<file path="config.mk">
export PLATFORM = sky130hd
export DESIGN_NAME = mmio_poll_port
export DESIGN_NICKNAME = d
export VERILOG_FILES = /design/src/rtl/mmio_port_pkg.sv /design/src/rtl/mmio_addr_decode.sv /design/src/rtl/mmio_rx_holding.sv /design/src/rtl/mmio_read_mux.sv /design/src/rtl/mmio_poll_port.sv
export SDC_FILE = /design/constraint.sdc
export NUM_CORES = 1
export LEC_CHECK = 0
export ABC_AREA = 1
export BUFFER_PORTS_ARGS = -buffer_cell sky130_fd_sc_hd__buf_2
export CORE_MARGIN = 8
export CORE_UTILIZATION = 36
export DETAILED_ROUTE_END_ITERATION = 7
export PLACE_DENSITY = 0.77
export SLEW_MARGIN = 10
export SYNTH_ARGS = -nofsm -noshare
export SYNTH_HDL_FRONTEND = slang
export SYNTH_SLANG_ARGS = --single-unit
</file>
<file path="constraint.sdc">
create_clock -name clk -period 0.8 [get_ports clk]
set_input_delay 0 -clock clk [delete_from_list [all_inputs] [get_ports clk]]
set_output_delay 0 -clock clk [all_outputs]
set_load 0.03 [all_outputs]
</file>
<file path="src/rtl/mmio_port_pkg.sv">
package mmio_port_pkg;

  localparam int STAT_BITS = 2;
  localparam int RDY_BIT   = 0;
  localparam int OVR_BIT   = 1;

  function automatic logic [STAT_BITS-1:0] pack_status(input logic rdy, input logic ovr);
    logic [STAT_BITS-1:0] s;
    s          = '0;
    s[RDY_BIT] = rdy;
    s[OVR_BIT] = ovr;
    return s;
  endfunction

  function automatic logic ovr_next(input logic ovr_q, input logic evt, input logic stat_rd);
    return evt | (ovr_q & ~stat_rd);
  endfunction

endpackage

</file>
<file path="src/rtl/mmio_addr_decode.sv">
module mmio_addr_decode #(
  parameter int ADDR_W    = 10,
  parameter int DATA_ADDR = 516,
  parameter int STAT_ADDR = 517
) (
  input  logic [ADDR_W-1:0] addr,
  input  logic              rd,
  input  logic              wr,
  output logic              mem_sel,
  output logic              hit_data,
  output logic              hit_stat
);
  localparam logic [ADDR_W-1:0] DATA_A = ADDR_W'(DATA_ADDR);
  localparam logic [ADDR_W-1:0] STAT_A = ADDR_W'(STAT_ADDR);

  logic io_half;
  assign io_half  = addr[ADDR_W-1];
  assign mem_sel  = (rd | wr) & ~io_half;
  assign hit_data = io_half & (addr == DATA_A);
  assign hit_stat = io_half & (addr == STAT_A);
endmodule

</file>
<file path="src/rtl/mmio_rx_holding.sv">
module mmio_rx_holding
  import mmio_port_pkg::*;
#(
  parameter int DATA_W = 8
) (
  input  logic              clk,
  input  logic              rst_n,
  input  logic              dev_stb,
  input  logic [DATA_W-1:0] dev_byte,
  input  logic              data_rd,
  input  logic              stat_rd,
  output logic [DATA_W-1:0] data_q,
  output logic              ready_q,
  output logic              overrun_q
);
  logic ovr_evt;
  assign ovr_evt = dev_stb & ready_q & ~data_rd;

  always_ff @(posedge clk) begin
    if (!rst_n) begin
      data_q    <= '0;
      ready_q   <= 1'b0;
      overrun_q <= 1'b0;
    end else begin
      if (dev_stb) data_q <= dev_byte;
      ready_q   <= dev_stb | (ready_q & ~data_rd);
      overrun_q <= ovr_next(overrun_q, ovr_evt, stat_rd);
    end
  end

  assert_capture_R3: assert property (@(posedge clk) disable iff (!rst_n)
    dev_stb |=> ready_q && data_q == $past(dev_byte));
  assert_read_clears_R4: assert property (@(posedge clk) disable iff (!rst_n)
    data_rd && !dev_stb |=> !ready_q);
  assert_overrun_set_R6: assert property (@(posedge clk) disable iff (!rst_n)
    dev_stb && ready_q && !data_rd |=> overrun_q);
  assert_overrun_clear_R7: assert property (@(posedge clk) disable iff (!rst_n)
    stat_rd && !(dev_stb && ready_q && !data_rd) |=> !overrun_q);
endmodule

</file>
<file path="src/rtl/mmio_read_mux.sv">
module mmio_read_mux
  import mmio_port_pkg::*;
#(
  parameter int DATA_W = 8
) (
  input  logic                 rd,
  input  logic                 hit_data,
  input  logic                 hit_stat,
  input  logic [DATA_W-1:0]    data_q,
  input  logic [STAT_BITS-1:0] stat_bits,
  output logic [DATA_W-1:0]    rdata
);
  always_comb begin
    rdata = '0;
    if (rd && hit_data)      rdata = data_q;
    else if (rd && hit_stat) rdata = DATA_W'(stat_bits);
  end
endmodule

</file>
<file path="src/rtl/mmio_poll_port.sv">
module mmio_poll_port
  import mmio_port_pkg::*;
#(
  parameter int ADDR_W    = 10,
  parameter int DATA_W    = 8,
  parameter int DATA_ADDR = 516,
  parameter int STAT_ADDR = 517
) (
  input  logic              clk,
  input  logic              rst_n,
  input  logic [ADDR_W-1:0] bus_addr,
  input  logic              bus_rd,
  input  logic              bus_wr,
  output logic [DATA_W-1:0] bus_rdata,
  output logic              mem_sel,
  input  logic              dev_stb,
  input  logic [DATA_W-1:0] dev_byte
);
  logic                 hit_data, hit_stat;
  logic                 data_rd, stat_rd;
  logic [DATA_W-1:0]    data_q;
  logic                 ready_q, overrun_q;
  logic [STAT_BITS-1:0] stat_bits;

  mmio_addr_decode #(.ADDR_W(ADDR_W), .DATA_ADDR(DATA_ADDR), .STAT_ADDR(STAT_ADDR)) u_dec (
    .addr(bus_addr), .rd(bus_rd), .wr(bus_wr),
    .mem_sel(mem_sel), .hit_data(hit_data), .hit_stat(hit_stat)
  );

  assign data_rd = bus_rd & hit_data;
  assign stat_rd = bus_rd & hit_stat;

  mmio_rx_holding #(.DATA_W(DATA_W)) u_hold (
    .clk(clk), .rst_n(rst_n), .dev_stb(dev_stb), .dev_byte(dev_byte),
    .data_rd(data_rd), .stat_rd(stat_rd),
    .data_q(data_q), .ready_q(ready_q), .overrun_q(overrun_q)
  );

  assign stat_bits = pack_status(ready_q, overrun_q);

  mmio_read_mux #(.DATA_W(DATA_W)) u_mux (
    .rd(bus_rd), .hit_data(hit_data), .hit_stat(hit_stat),
    .data_q(data_q), .stat_bits(stat_bits), .rdata(bus_rdata)
  );

  assert_io_no_mem_R2: assert property (@(posedge clk) disable iff (!rst_n)
    (bus_rd || bus_wr) && bus_addr[ADDR_W-1] |-> !mem_sel);
  assert_status_layout_R5: assert property (@(posedge clk) disable iff (!rst_n)
    stat_rd |-> bus_rdata[DATA_W-1:STAT_BITS] == '0 && bus_rdata[RDY_BIT] == ready_q);
  assert_write_ignored_R8: assert property (@(posedge clk) disable iff (!rst_n)
    bus_wr && !bus_rd && !dev_stb |=> $stable(data_q) && $stable(ready_q));
  assert_unused_zero_R9: assert property (@(posedge clk) disable iff (!rst_n)
    !(bus_rd && (hit_data || hit_stat)) |-> bus_rdata == '0);
endmodule

</file>
==> impl_summary.txt, run 1 <==
----------------------------------------------------
[Synthesis]
  Number of flops mapped to enable cells by yosys ... 0
  Top area cells in the synthesized netlist ... sky130_fd_sc_hd__dfxtp_1, sky130_fd_sc_hd__inv_1, sky130_fd_sc_hd__a21oi_1
  Post-synthesis async set-or-reset flop share ... 0
  Yosys Warn Count ... 0
  Area share of the largest cell type after synthesis ... 0.3893
  Proportion of synthesized chip area in sequential cells ... 0.3893
  Syn nets ... 96
  Average footprint of a synthesized cell ... 7.044 µm²
  Number of distinct library cells after synthesis ... 13
  Count of state elements after synthesis ... 10
  Most common cell in the synthesized netlist ... sky130_fd_sc_hd__inv_1
  Synth area leader ... sky130_fd_sc_hd__dfxtp_1
  Netlist area before placement ... between 500 and 600 µm²
  Flip-flop cell with the highest count after synthesis ... sky130_fd_sc_hd__dfxtp_1
  Synthesized instance count ... 73
  Leading post-synthesis cells by instance count ... sky130_fd_sc_hd__inv_1, sky130_fd_sc_hd__a21oi_1, sky130_fd_sc_hd__dfxtp_1, sky130_fd_sc_hd__nor2_1, sky130_fd_sc_hd__o21ai_0

[Detailed routing]
  Routed length per instance ... ~11 µm
  Antenna Violating Nets Remaining ... 0
  Total wire length ... roughly 1400 µm
  Via Count ... 564
  Remaining DRCs ... 0
  Ratio of routed vias to standard cells ... 4.476
  Initial DRT Pass Iterations ... 4
  Number of DRC markers after the initial detailed-route iteration ... 11

[Place]
  Placer's final routability congestion estimate ... around 0.75
  Final HPWL from detailed placement ... 1086 µm
  Post-place instance area ... 695.7 µm²
  PortBufs ... 31

[Hold path]
  Kind of path behind the tightest hold check ... in2reg
  Min-Delay Endpoint ... u_hold.data_q[6]
  Number of cells on the worst hold path ... 3
  Worst hold start ... dev_byte[6]

[STA]
  Setup-violating endpoint count in the final report ... 8
  Smallest setup slack after layout ... -0.1391 ns
  Clock skew ... ~0.0002 ns
  Final Slew Violations ... 0
  RSZ-0062 raised after global routing ... yes
  Period minus WS final ... approximately 0.94 ns
  Number of failing hold endpoints at the final stage ... 0
  Fmax achieved ... roughly 1.1 GHz
  Worst slew pin tran ... 0.4109 ns
  Accumulated negative setup slack ... -0.6905 ns
  Portion of the clock cycle consumed by the worst path in the final layout ... 1.174
  Rel. slew slack ... 0.7257

[Cells and area]
  # nets final ... about 140
  Area growth from synthesis to final layout ... 54.99%
  Final core utilization ... 0.6049
  Layout cells sized above 1 ... 0.5676
  Diodes inserted ... 0
  Final standard cell area without fillers ... 797.0 µm²

[Die]
  Initial cell density of the core ... 0.3903
  Die height ... 53.80 µm
  Placeable core region ... ~1300 µm²
  Number of standard-cell rows in the floorplan ... 13
  Ports placed on the boundary ... 32
  Die span in x ... between 50 and 60 µm
  Die Area ... 2894 µm²

[Pwr]
  VDD IR max ... around 0.00096 V
  Leakage dissipation ... roughly 0.00040 µW
  Power density of the placed cells ... roughly 1500 nW/µm²

[Setup path]
  R2R Path Start ... u_hold.data_q[1]
  R2r setup slk ... between 0.1 and 0.15 ns
  CP startpoint ... u_hold.data_q[1]
  Capture instance of the worst register-to-register path ... u_hold.data_q[1]
  CP Max Fanout ... 2
  R2r worst-path depth ... 3
  Setup Crit Path Kind ... reg2out
  Data arrival time at the worst-slack endpoint ... between 0.9 and 1 ns
  Required arrival time at the worst endpoint ... about 0.80 ns
  Worst setup SP type ... register
  Crit. End Element ... output pin

[Status]
  Violated checks ... negative setup slack
  Outcome ... finished with violations

[Global route]
  Global-route congestion overflow total ... 0
  Overall routing resource usage ... 0.09558
  Global-route wire length before repair ... approximately 2100 µm
  Number of antenna violations at the first check in global routing ... 0
  Via count of the first global-routing pass ... around 530
  Largest net degree at the start of global routing ... 18

[Clocking]
  Total clock sinks ... 10
  Num CTS Buffers ... 3
  CTS tree ... built
  Insertion delay of the later-clocked pin in the worst-skew pair ... ~0.25 ns
  Maximum number of buffers from clock root to sink ... 2
  Number of H-tree levels ... 1
  CTS clk-pin slew, worst paths ... around 0.070 ns
  Library cell used as clock root buffer ... sky130_fd_sc_hd__clkbuf_4

[Flow run]
  Max-cap violations ... 0

----------------------------------------------------
[through the flow]
step | total power (µW) | instances | setup slack, ns | hold WS, ns
2_1_floorplan | 652.2 | 73 | -0.05993 | 0.1118
3_3_place_gp | 727.5 | 120 | -0.07383 | 0.2780
3_5_place_dp | 734.2 | 120 | -0.08791 | 0.2857
4_1_cts | 1197 | 125 | -0.1646 | 0.004663
5_1_grt | 1268 | 126 | -0.1770 | 0.01875
6_report | 1197 | 126 | -0.1391 | 0.01499
[sequential cells by signal (all words and copies together), names as in the netlist]
| register | flops |
|---|---|
| u_hold.data_q | 8 |
| u_hold.overrun_q | 1 |
| u_hold.ready_q | 1 |
[placed cells by master, fill, tap and decap left out]
cell type / netlist / layout
sky130_fd_sc_hd__buf_2: 0 / 23
sky130_fd_sc_hd__inv_1: 16 / 10
sky130_fd_sc_hd__a21oi_1: 10 / 10
sky130_fd_sc_hd__buf_4: 1 / 10
sky130_fd_sc_hd__nor2_1: 9 / 9
sky130_fd_sc_hd__inv_2: 2 / 8
sky130_fd_sc_hd__o21ai_0: 8 / 8
sky130_fd_sc_hd__dfxtp_2: 0 / 6
sky130_fd_sc_hd__nand2_1: 6 / 5
sky130_fd_sc_hd__nand2_2: 3 / 4
sky130_fd_sc_hd__dfxtp_1: 10 / 4
sky130_fd_sc_hd__nor2_4: 3 / 3
sky130_fd_sc_hd__clkbuf_4: 0 / 3
sky130_fd_sc_hd__nand3_1: 2 / 2
sky130_fd_sc_hd__o22ai_2: 0 / 2
sky130_fd_sc_hd__buf_6: 0 / 2
sky130_fd_sc_hd__nand3_4: 1 / 1
sky130_fd_sc_hd__clkbuf_8: 0 / 1
[where the power goes]
group | switching (µW) | internal, µW
Sequential | 15.2 | 537
Clock | 173 | 276
Combinational | 104 | 91.7
Total | 292 | 905
[critical path, stage by stage, from the launching register on]
cell and delay, ns:
sky130_fd_sc_hd__dfxtp_2 0.33, sky130_fd_sc_hd__inv_2 0.04, sky130_fd_sc_hd__o22ai_2 0.16, sky130_fd_sc_hd__buf_6 0.15
[per-layer routing]
layer	vias up	wire length [µm]	global-route usage
met3	2	26	0.02479
met5	-	0	0
met4	0	19	0.05042
met1	247	519	0.09733
li1	304	-	-
met2	11	818	0.1737
[kinds of logic (layout without fill, tap and decap cells)]
kind of cell / after synthesis / count (layout) / share of synthesized area
simple gates: 24 / 24 / 0.2652
compound gates: 20 / 20 / 0.1995
buf+inv: 19 / 57 / 0.1460
flops: 10 / 10 / 0.3893
[cell type report]
cell class	instances	area [µm²]
fill	129	520.5
multi-input combinational	44	254.0
timing repair buffer	35	212.7
sequential	10	207.7
inverter	18	67.56
clock buffer	4	36.28
tap	15	18.77
[worst max-delay path by stage]
stage | end | slack (ns) | cells after the start
2_1_floorplan | bus_rdata[0] | -0.06 | 5
3_3_place_gp | bus_rdata[0] | -0.07 | 7
3_5_place_dp | bus_rdata[0] | -0.09 | 7
4_1_cts | bus_rdata[1] | -0.16 | 3
5_1_grt | bus_rdata[0] | -0.18 | 3
6_report | bus_rdata[1] | -0.14 | 3
[timing repair]
item,CTS,global route
endpoints found under the setup margin,8,8
setup buffers,1,1
hold buffers,0,0
gates resized for setup,16,9
pin swaps,3,6
Note: power is estimated with default switching activity, not from simulation.
==> run 2: changes to the inputs <==
CORE_AREA = 8 8 45 47   (was not set)
CORE_MARGIN = not set   (was 8)
CORE_UTILIZATION = not set   (was 36)
DIE_AREA = 0 0 53 55   (was not set)
PLACE_DENSITY = 0.78   (was 0.77)
clock period = 0.9 ns   (was 0.8 ns; I/O delays follow)
==> run 2 against run 1 <==
  * The run still ends with negative setup slack left
  * Sequential power down 11%
  * Cell count shrank 2.4%
  * Global-route usage fell by 0.34 points
  * Largest cell class unchanged
  * Combinational power decreased by 17%
  * Critical path depth unchanged
  * Register-to-register slack improved by 0.18 ns
  * Flip-flop and latch count unchanged
  * First-iteration DRC count decreased by 27%
  * Clock power decreased by 36%
  * Largest power group unchanged
==> impl_summary.txt, run 2 (synthesis gave the netlist of run 1 again) <==
----------------------------------------------------
[STA]
  Final Slew Violations ... 0 (unchanged)
  Number of failing hold endpoints at the final stage ... 0 (unchanged)
  Rel. slew slack ... 0.7158 (was 0.7257)
  Worst slew pin tran ... 0.4259 ns (was 0.4109 ns)
  Clock skew ... 0.00001751 ns (was 0.0001960 ns)
  Setup-violating endpoint count in the final report ... 3 (was 8)
  Period minus WS final ... 0.9262 ns
  Smallest setup slack after layout ... -0.02623 ns (was -0.1391 ns)
  Accumulated negative setup slack ... -0.05620 ns (was -0.6905 ns)
  Fmax achieved ... 1.080 GHz
  Portion of the clock cycle consumed by the worst path in the final layout ... 1.029
  RSZ-0062 raised after global routing ... yes (unchanged)

[Pwr]
  Proportion of power drawn by combinational gates ... 0.173 (was 0.163)
  Fraction of power spent switching nets ... 0.2538 (was 0.2440)
  Leakage dissipation ... 0.0003710 µW (was 0.0003953 µW)
  Sequential cell fraction of total power ... 0.521 (was 0.461)
  Power density of the placed cells ... 1212 nW/µm² (was 1501 nW/µm²)
  VDD IR max ... 0.001053 V (was 0.0009555 V)
  Fraction of power consumed by the clock network ... 0.306 (was 0.375)
  Internal Dissipation ... 700.3 µW (was 904.6 µW)
  Net load switching power ... 238.2 µW (was 292.0 µW)

[Setup path]
  Setup Crit Path Kind ... reg2out (unchanged)
  CP Max Fanout ... 2 (unchanged)
  R2r worst-path depth ... 2 (was 3)
  Capture instance of the worst register-to-register path ... u_hold.overrun_q (was u_hold.data_q[1])
  Data arrival time at the worst-slack endpoint ... 0.93 ns (was 0.94 ns)
  R2r setup slk ... 0.31 ns (was 0.13 ns)
  Required arrival time at the worst endpoint ... 0.90 ns (was 0.80 ns)
  Worst setup SP type ... register (unchanged)
  Crit. End Element ... output pin (unchanged)
  R2R Path Start ... u_hold.ready_q (was u_hold.data_q[1])

[Cells and area]
  Commonest non-fill, non-tap cell in the layout ... sky130_fd_sc_hd__buf_2 (unchanged)
  Diodes inserted ... 0 (unchanged)
  # nets final ... 132 (was 135)
  Flip-flop count of the largest register after layout ... 8 (unchanged)
  Final standard cell area without fillers ... 774.5 µm² (was 797.0 µm²)
  Register with the highest flop count ... u_hold.data_q (unchanged)
  Area growth from synthesis to final layout ... 50.61% (was 54.99%)
  Layout cells sized above 1 ... 0.5421 (was 0.5676)
  Leading registers by flop count ... u_hold.data_q (8), u_hold.overrun_q (1), u_hold.ready_q (1) (unchanged)
  Most used cells in the layout excluding fill and tap cells ... sky130_fd_sc_hd__buf_2, sky130_fd_sc_hd__inv_1, sky130_fd_sc_hd__a21oi_1 (was sky130_fd_sc_hd__buf_2, sky130_fd_sc_hd__inv_1, sky130_fd_sc_hd__a21oi_1, sky130_fd_sc_hd__buf_4, sky130_fd_sc_hd__nor2_1)

[Clocking]
  CTS tree ... built (unchanged)
  Insertion delay of the later-clocked pin in the worst-skew pair ... 0.25 ns (about the same)
  Library cell used as clock root buffer ... sky130_fd_sc_hd__clkbuf_4 (unchanged)
  Setup Buffers After CTS ... 0 (was 1)
  Maximum number of buffers from clock root to sink ... 2 (unchanged)
  Number of H-tree levels ... 1 (unchanged)
  Total clock sinks ... 10 (unchanged)
  Num CTS Buffers ... 3 (unchanged)
  CTS clk-pin slew, worst paths ... 0.06 ns (was 0.07 ns)

[Die]
  Die Area ... 2915 µm² (was 2894 µm²)
  Initial cell density of the core ... 0.3716 (was 0.3903)
  Placeable core region ... 1384 µm² (was 1318 µm²)
  Die span in x ... 53 µm (was 53.80 µm)
  Ports placed on the boundary ... 32 (unchanged)
  Die height ... 55 µm (was 53.80 µm)
  Number of standard-cell rows in the floorplan ... 14 (was 13)

[Hold path]
  Min-Delay Endpoint ... u_hold.overrun_q (was u_hold.data_q[6])
  Kind of path behind the tightest hold check ... in2reg (unchanged)
  Number of cells on the worst hold path ... 3 (unchanged)
  Worst hold start ... dev_stb (was dev_byte[6])

[Place]
  Final HPWL from detailed placement ... 1017 µm (was 1086 µm)
  Post-place instance area ... 681.9 µm² (was 695.7 µm²)
  PortBufs ... 31 (unchanged)
  Placer's final routability congestion estimate ... 0.7059 (was 0.7452)

[Detailed routing]
  Number of DRC markers after the initial detailed-route iteration ... 8 (was 11)
  Antenna Violating Nets Remaining ... 0 (unchanged)
  Ratio of routed vias to standard cells ... 4.642 (was 4.476)
  Initial DRT Pass Iterations ... 4 (unchanged)
  Routed length per instance ... 11.72 µm (was 10.98 µm)
  Remaining DRCs ... 0 (unchanged)
  Via Count ... 571 (was 564)
  Total wire length ... 1441 µm (was 1383 µm)

[Global route]
  Largest net degree at the start of global routing ... 18 (unchanged)
  Global-route congestion overflow total ... 0 (unchanged)
  Overall routing resource usage ... 0.09216 (was 0.09558)
  Global-route wire length before repair ... 2001 µm (was 2083 µm)
  Number of antenna violations at the first check in global routing ... 0 (unchanged)
  Via count of the first global-routing pass ... 481 (was 525)

[Status]
  Violated checks ... negative setup slack (unchanged)
  Outcome ... finished with violations (unchanged)

[Flow run]
  Max-cap violations ... 0 (unchanged)

----------------------------------------------------
## run 2: changes by cell type in the layout (fill, tap and decap cells not counted), sizes merged
cell	change
nand3	+1
clkbuf	-1
buf	-4
## run 2: cell type report
cell class	instances	area, µm²
Timing Repair Buffer	31	186.4
Inverter	18	67.56
Fill cell	130	609.3
Clock buffer	3	22.52
Multi-Input combinational cell	45	271.5
Sequential cell	10	206.4
Tap cell	16	20.02
## run 2: critical path: stages, from the launching register on
cell and delay, ns:
sky130_fd_sc_hd__dfxtp_1 0.31, sky130_fd_sc_hd__inv_1 0.05, sky130_fd_sc_hd__o22ai_2 0.15, sky130_fd_sc_hd__buf_6 0.15
## run 2: power by group through the flow
stage                     registers, µW  logic (µW)  clock network [µW]
final                               489         162                 287
after detailed placement            492         152                   0
after global routing                491         183                 319
after floorplan                     490        89.6                   0
after global placement              491         148                   0
after CTS                           484         155                 297
## run 2: how the worst max path moves through the flow
stage | endpoint | from | slack, ns
6_report | bus_rdata[1] | u_hold.data_q[1] | -0.03
5_1_grt | bus_rdata[0] | bus_addr[6] | -0.08
4_1_cts | bus_rdata[1] | u_hold.data_q[1] | -0.04
3_5_place_dp | bus_rdata[0] | bus_addr[4] | -0.002
3_3_place_gp | bus_rdata[0] | bus_addr[4] | 0.05
2_1_floorplan | bus_rdata[0] | bus_addr[6] | 0.04
## run 2: repair_timing
| item | 4_1_cts | 5_1_grt |
|---|---|---|
| pin swaps | 3 | 1 |
| gates resized for setup | 12 | 15 |
| hold buffers | 0 | 0 |
| setup endpoints to repair | 6 | 8 |
| cloned | 0 | 1 |
## run 2: through the flow
step                cells  utilization  setup slack, ns  total power, µW  hold slack [ns]
finish                123       0.5597         -0.02623            938.6          0.01102
global route          123       0.5597         -0.08068            992.9          0.02231
CTS                   122       0.5289         -0.03748            936.3          0.01331
detailed placement    119       0.4928        -0.001953            644.4           0.2872
global placement      119       0.4928          0.04921            639.5           0.2793
floorplan              73            -          0.04007            579.7           0.1118
## run 2: metal layers
metal	routed length, µm	vias to the layer above	global-route usage	part of all wire
met5	0	-	0	0
met4	14	0	0.02586	0.0097
met3	93	2	0.04813	0.065
met2	822	16	0.1660	0.57
met1	511	252	0.09063	0.35
li1	-	301	-	-
==> run 3: changes to the inputs <==
REMOVE_ABC_BUFFERS = 1   (was not set)
==> run 3 against run 2 <==
  * The flow still finishes with violations (negative setup slack)
  * Utilization is 0.81 points higher
  * Cell count up 1.6%
  * Via count fell by 2.8%
  * Flip-flop and latch count unchanged
  * Setup slack better by 0.0018 ns
  * Combinational power rose by 9.9%
  * Maximum frequency increased by 0.20%
  * Critical path depth unchanged
  * Clock skew is essentially flat
==> impl_summary.txt, run 3 (synthesis gave the netlist of run 1 again) <==
----------------------------------------------------
[STA]
  Rel. slew slack ... 0.8870 (was 0.7158)
  Accumulated negative setup slack ... -0.04605 ns (was -0.05620 ns)
  Smallest setup slack after layout ... -0.02439 ns (was -0.02623 ns)
  Fmax achieved ... 1.082 GHz (was 1.080 GHz)
  Number of failing hold endpoints at the final stage ... 0 (unchanged)
  Clock skew ... 0.0001555 ns (was 0.00001751 ns)
  Worst slew pin tran ... 0.1678 ns (was 0.4259 ns)
  Final Slew Violations ... 0 (unchanged)
  Period minus WS final ... 0.9244 ns (was 0.9262 ns)
  Portion of the clock cycle consumed by the worst path in the final layout ... 1.027 (was 1.029)
  Setup-violating endpoint count in the final report ... 2 (was 3)
  RSZ-0062 raised after global routing ... yes (unchanged)

[Die]
  Die span in x ... 53 µm (unchanged)
  Initial cell density of the core ... 0.3716 (unchanged)
  Ports placed on the boundary ... 32 (unchanged)
  Die height ... 55 µm (unchanged)
  Die Area ... 2915 µm² (unchanged)
  Number of standard-cell rows in the floorplan ... 14 (unchanged)
  Placeable core region ... 1384 µm² (unchanged)

[Detailed routing]
  Ratio of routed vias to standard cells ... 4.440 (was 4.642)
  Initial DRT Pass Iterations ... 4 (unchanged)
  Via Count ... 555 (was 571)
  Routed length per instance ... 11.14 µm (was 11.72 µm)
  Remaining DRCs ... 0 (unchanged)
  Total wire length ... 1392 µm (was 1441 µm)
  Number of DRC markers after the initial detailed-route iteration ... 10 (was 8)
  Antenna Violating Nets Remaining ... 0 (unchanged)

[Status]
  Violated checks ... negative setup slack (unchanged)
  Outcome ... finished with violations (unchanged)

[Setup path]
  CP max stage cell ... sky130_fd_sc_hd__dfxtp_2 (was sky130_fd_sc_hd__dfxtp_1)
  Required arrival time at the worst endpoint ... 0.90 ns (about the same)
  Capture instance of the worst register-to-register path ... u_hold.data_q[0] (was u_hold.overrun_q)
  Crit. End Element ... output pin (unchanged)
  Number of buffer and inverter instances along the worst setup path ... 1 (was 2)
  Crit path max-delay family ... flip-flops (unchanged)
  CP Cell Sequence ... nand2_2 -> o22ai_2 -> buf_6 (was inv_1 -> o22ai_2 -> buf_6)
  CP Max Fanout ... 2 (unchanged)
  R2R Path Start ... u_hold.data_q[0] (was u_hold.ready_q)
  R2r worst-path depth ... 3 (was 2)
  Worst setup endpoint ... bus_rdata[0] (was bus_rdata[1])
  Data arrival time at the worst-slack endpoint ... 0.92 ns (was 0.93 ns)
  CP startpoint ... u_hold.ready_q (was u_hold.data_q[1])
  R2r setup slk ... 0.24 ns (was 0.31 ns)
  Slowest cell delay on critical path ... 0.35 ns (was 0.31 ns)
  Worst path depth ... 3 (unchanged)
  Setup Crit Path Kind ... reg2out (unchanged)
  Worst setup SP type ... register (unchanged)

[Clocking]
  Number of H-tree levels ... 1 (unchanged)
  Insertion delay of the later-clocked pin in the worst-skew pair ... 0.26 ns (was 0.25 ns)
  Number of buffers added to fix hold violations after cts ... 0 (unchanged)
  CTS tree ... built (unchanged)
  Maximum number of buffers from clock root to sink ... 2 (unchanged)
  Num CTS Buffers ... 3 (unchanged)
  Total clock sinks ... 10 (unchanged)
  Library cell used as clock root buffer ... sky130_fd_sc_hd__clkbuf_4 (unchanged)
  CTS clk-pin slew, worst paths ... 0.06 ns (about the same)

[Place]
  Final HPWL from detailed placement ... 1080 µm (was 1017 µm)
  Worst Setup Slack post-DPL ... 0.01072 ns (was -0.001953 ns)
  Cell Count Post-Placement ... 120 (was 119)
  PortBufs ... 31 (unchanged)
  Placer's final routability congestion estimate ... 0.7013 (was 0.7059)

[Cells and area]
  Final core utilization ... 0.5678 (was 0.5597)
  Area of the multi-input gates ... 250.2 µm² (was 271.5 µm²)
  Layout cells sized above 1 ... 0.5596 (was 0.5421)
  Commonest non-fill, non-tap cell in the layout ... sky130_fd_sc_hd__buf_2 (unchanged)
  # nets final ... 134 (was 132)
  Leading registers by flop count ... u_hold.data_q (8), u_hold.overrun_q (1), u_hold.ready_q (1) (unchanged)
  Area growth from synthesis to final layout ... 52.80% (was 50.61%)
  Register area ... 207.7 µm² (was 206.4 µm²)
  Fin cells ... 125 (was 123)
  Register with the highest flop count ... u_hold.data_q (unchanged)
  Diodes inserted ... 0 (unchanged)
  Most used cells in the layout excluding fill and tap cells ... sky130_fd_sc_hd__buf_2, sky130_fd_sc_hd__inv_1, sky130_fd_sc_hd__a21oi_1 (unchanged)
  Number of fill cells ... 122 (was 130)
  Flip-flop count of the largest register after layout ... 8 (unchanged)

[Pwr]
  Power density of the placed cells ... 1229 nW/µm² (was 1212 nW/µm²)
  Leakage dissipation ... 0.0003870 µW (was 0.0003710 µW)
  Sum of internal, switching and leakage power ... 965.8 µW (was 938.6 µW)
  VDD IR max ... 0.0007626 V (was 0.001053 V)

[Global route]
  Global-route wire length before repair ... 2159 µm (was 2001 µm)
  Largest net degree at the start of global routing ... 18 (unchanged)
  Via count of the first global-routing pass ... 535 (was 481)
  Global-route congestion overflow total ... 0 (unchanged)
  Number of antenna violations at the first check in global routing ... 0 (unchanged)
  Overall routing resource usage ... 0.09649 (was 0.09216)

[Flow run]
  Max-cap violations ... 0 (unchanged)

[Hold path]
  Kind of path behind the tightest hold check ... in2reg (unchanged)

----------------------------------------------------
==> run 3: how the worst min path moves through the flow <==
stage               depth (start not counted)                to  slack (ns)   startpoint
CTS                                         3  u_hold.data_q[6]        0.01  dev_byte[6]
global route                                3  u_hold.overrun_q        0.04      dev_stb
detailed placement                          3  u_hold.data_q[6]        0.28  dev_byte[6]
finish                                      3  u_hold.data_q[6]        0.01  dev_byte[6]
floorplan                                   1           mem_sel        0.11  bus_addr[9]
global placement                            3  u_hold.data_q[4]        0.28  dev_byte[4]
==> run 3: layer usage <==
metal / track usage / share of wire / up-vias / wire [µm]
li1: - / - / 300 / -
met2: 0.1777 / 0.57 / 16 / 790
met5: 0 / 0 / - / 0
met1: 0.1043 / 0.38 / 239 / 530
met4: 0.05172 / 0 / 0 / 0
met3: 0.01337 / 0.051 / 0 / 71
==> run 3: stage by stage <==
| stage | hold WS (ns) | cell area (µm²) |
|---|---|---|
| after CTS | 0.01332 | 764.5 |
| final | 0.01305 | 785.8 |
| after global routing | 0.03630 | 785.8 |
| after global placement | 0.2751 | 701.9 |
| after detailed placement | 0.2827 | 701.9 |
| after floorplan | 0.1118 | 506.7 |
==> run 3: power breakdown <==
part           internal (µW)  switching [µW]  total [µW]
registers                477            12.6         490
clock network            154             144         298
logic                   85.5            92.0         178
total                    717             249         966
==> run 3: area by class of cell <==
| type | count | share of cell area |
|---|---|---|
| Inverter | 18 | 0.08599 |
| Tap cell | 16 | 0.02548 |
| Sequential cell | 10 | 0.2643 |
| Multi-Input combinational cell | 44 | 0.3185 |
| Timing Repair Buffer | 34 | 0.2771 |
| Clock buffer | 3 | 0.02866 |
==> run 3: timing repair <==
action                     CTS  global route
setup endpoints to repair    7             8
setup buffers                1             1
gates resized for setup     13            13
pin swaps                    2             5
==> run 3: worst reg2reg max path, cell delays in order (launching register included) <==
cell                      delay [ns]
sky130_fd_sc_hd__dfxtp_2        0.32
sky130_fd_sc_hd__inv_2          0.04
sky130_fd_sc_hd__buf_4          0.12
sky130_fd_sc_hd__a21oi_1        0.12
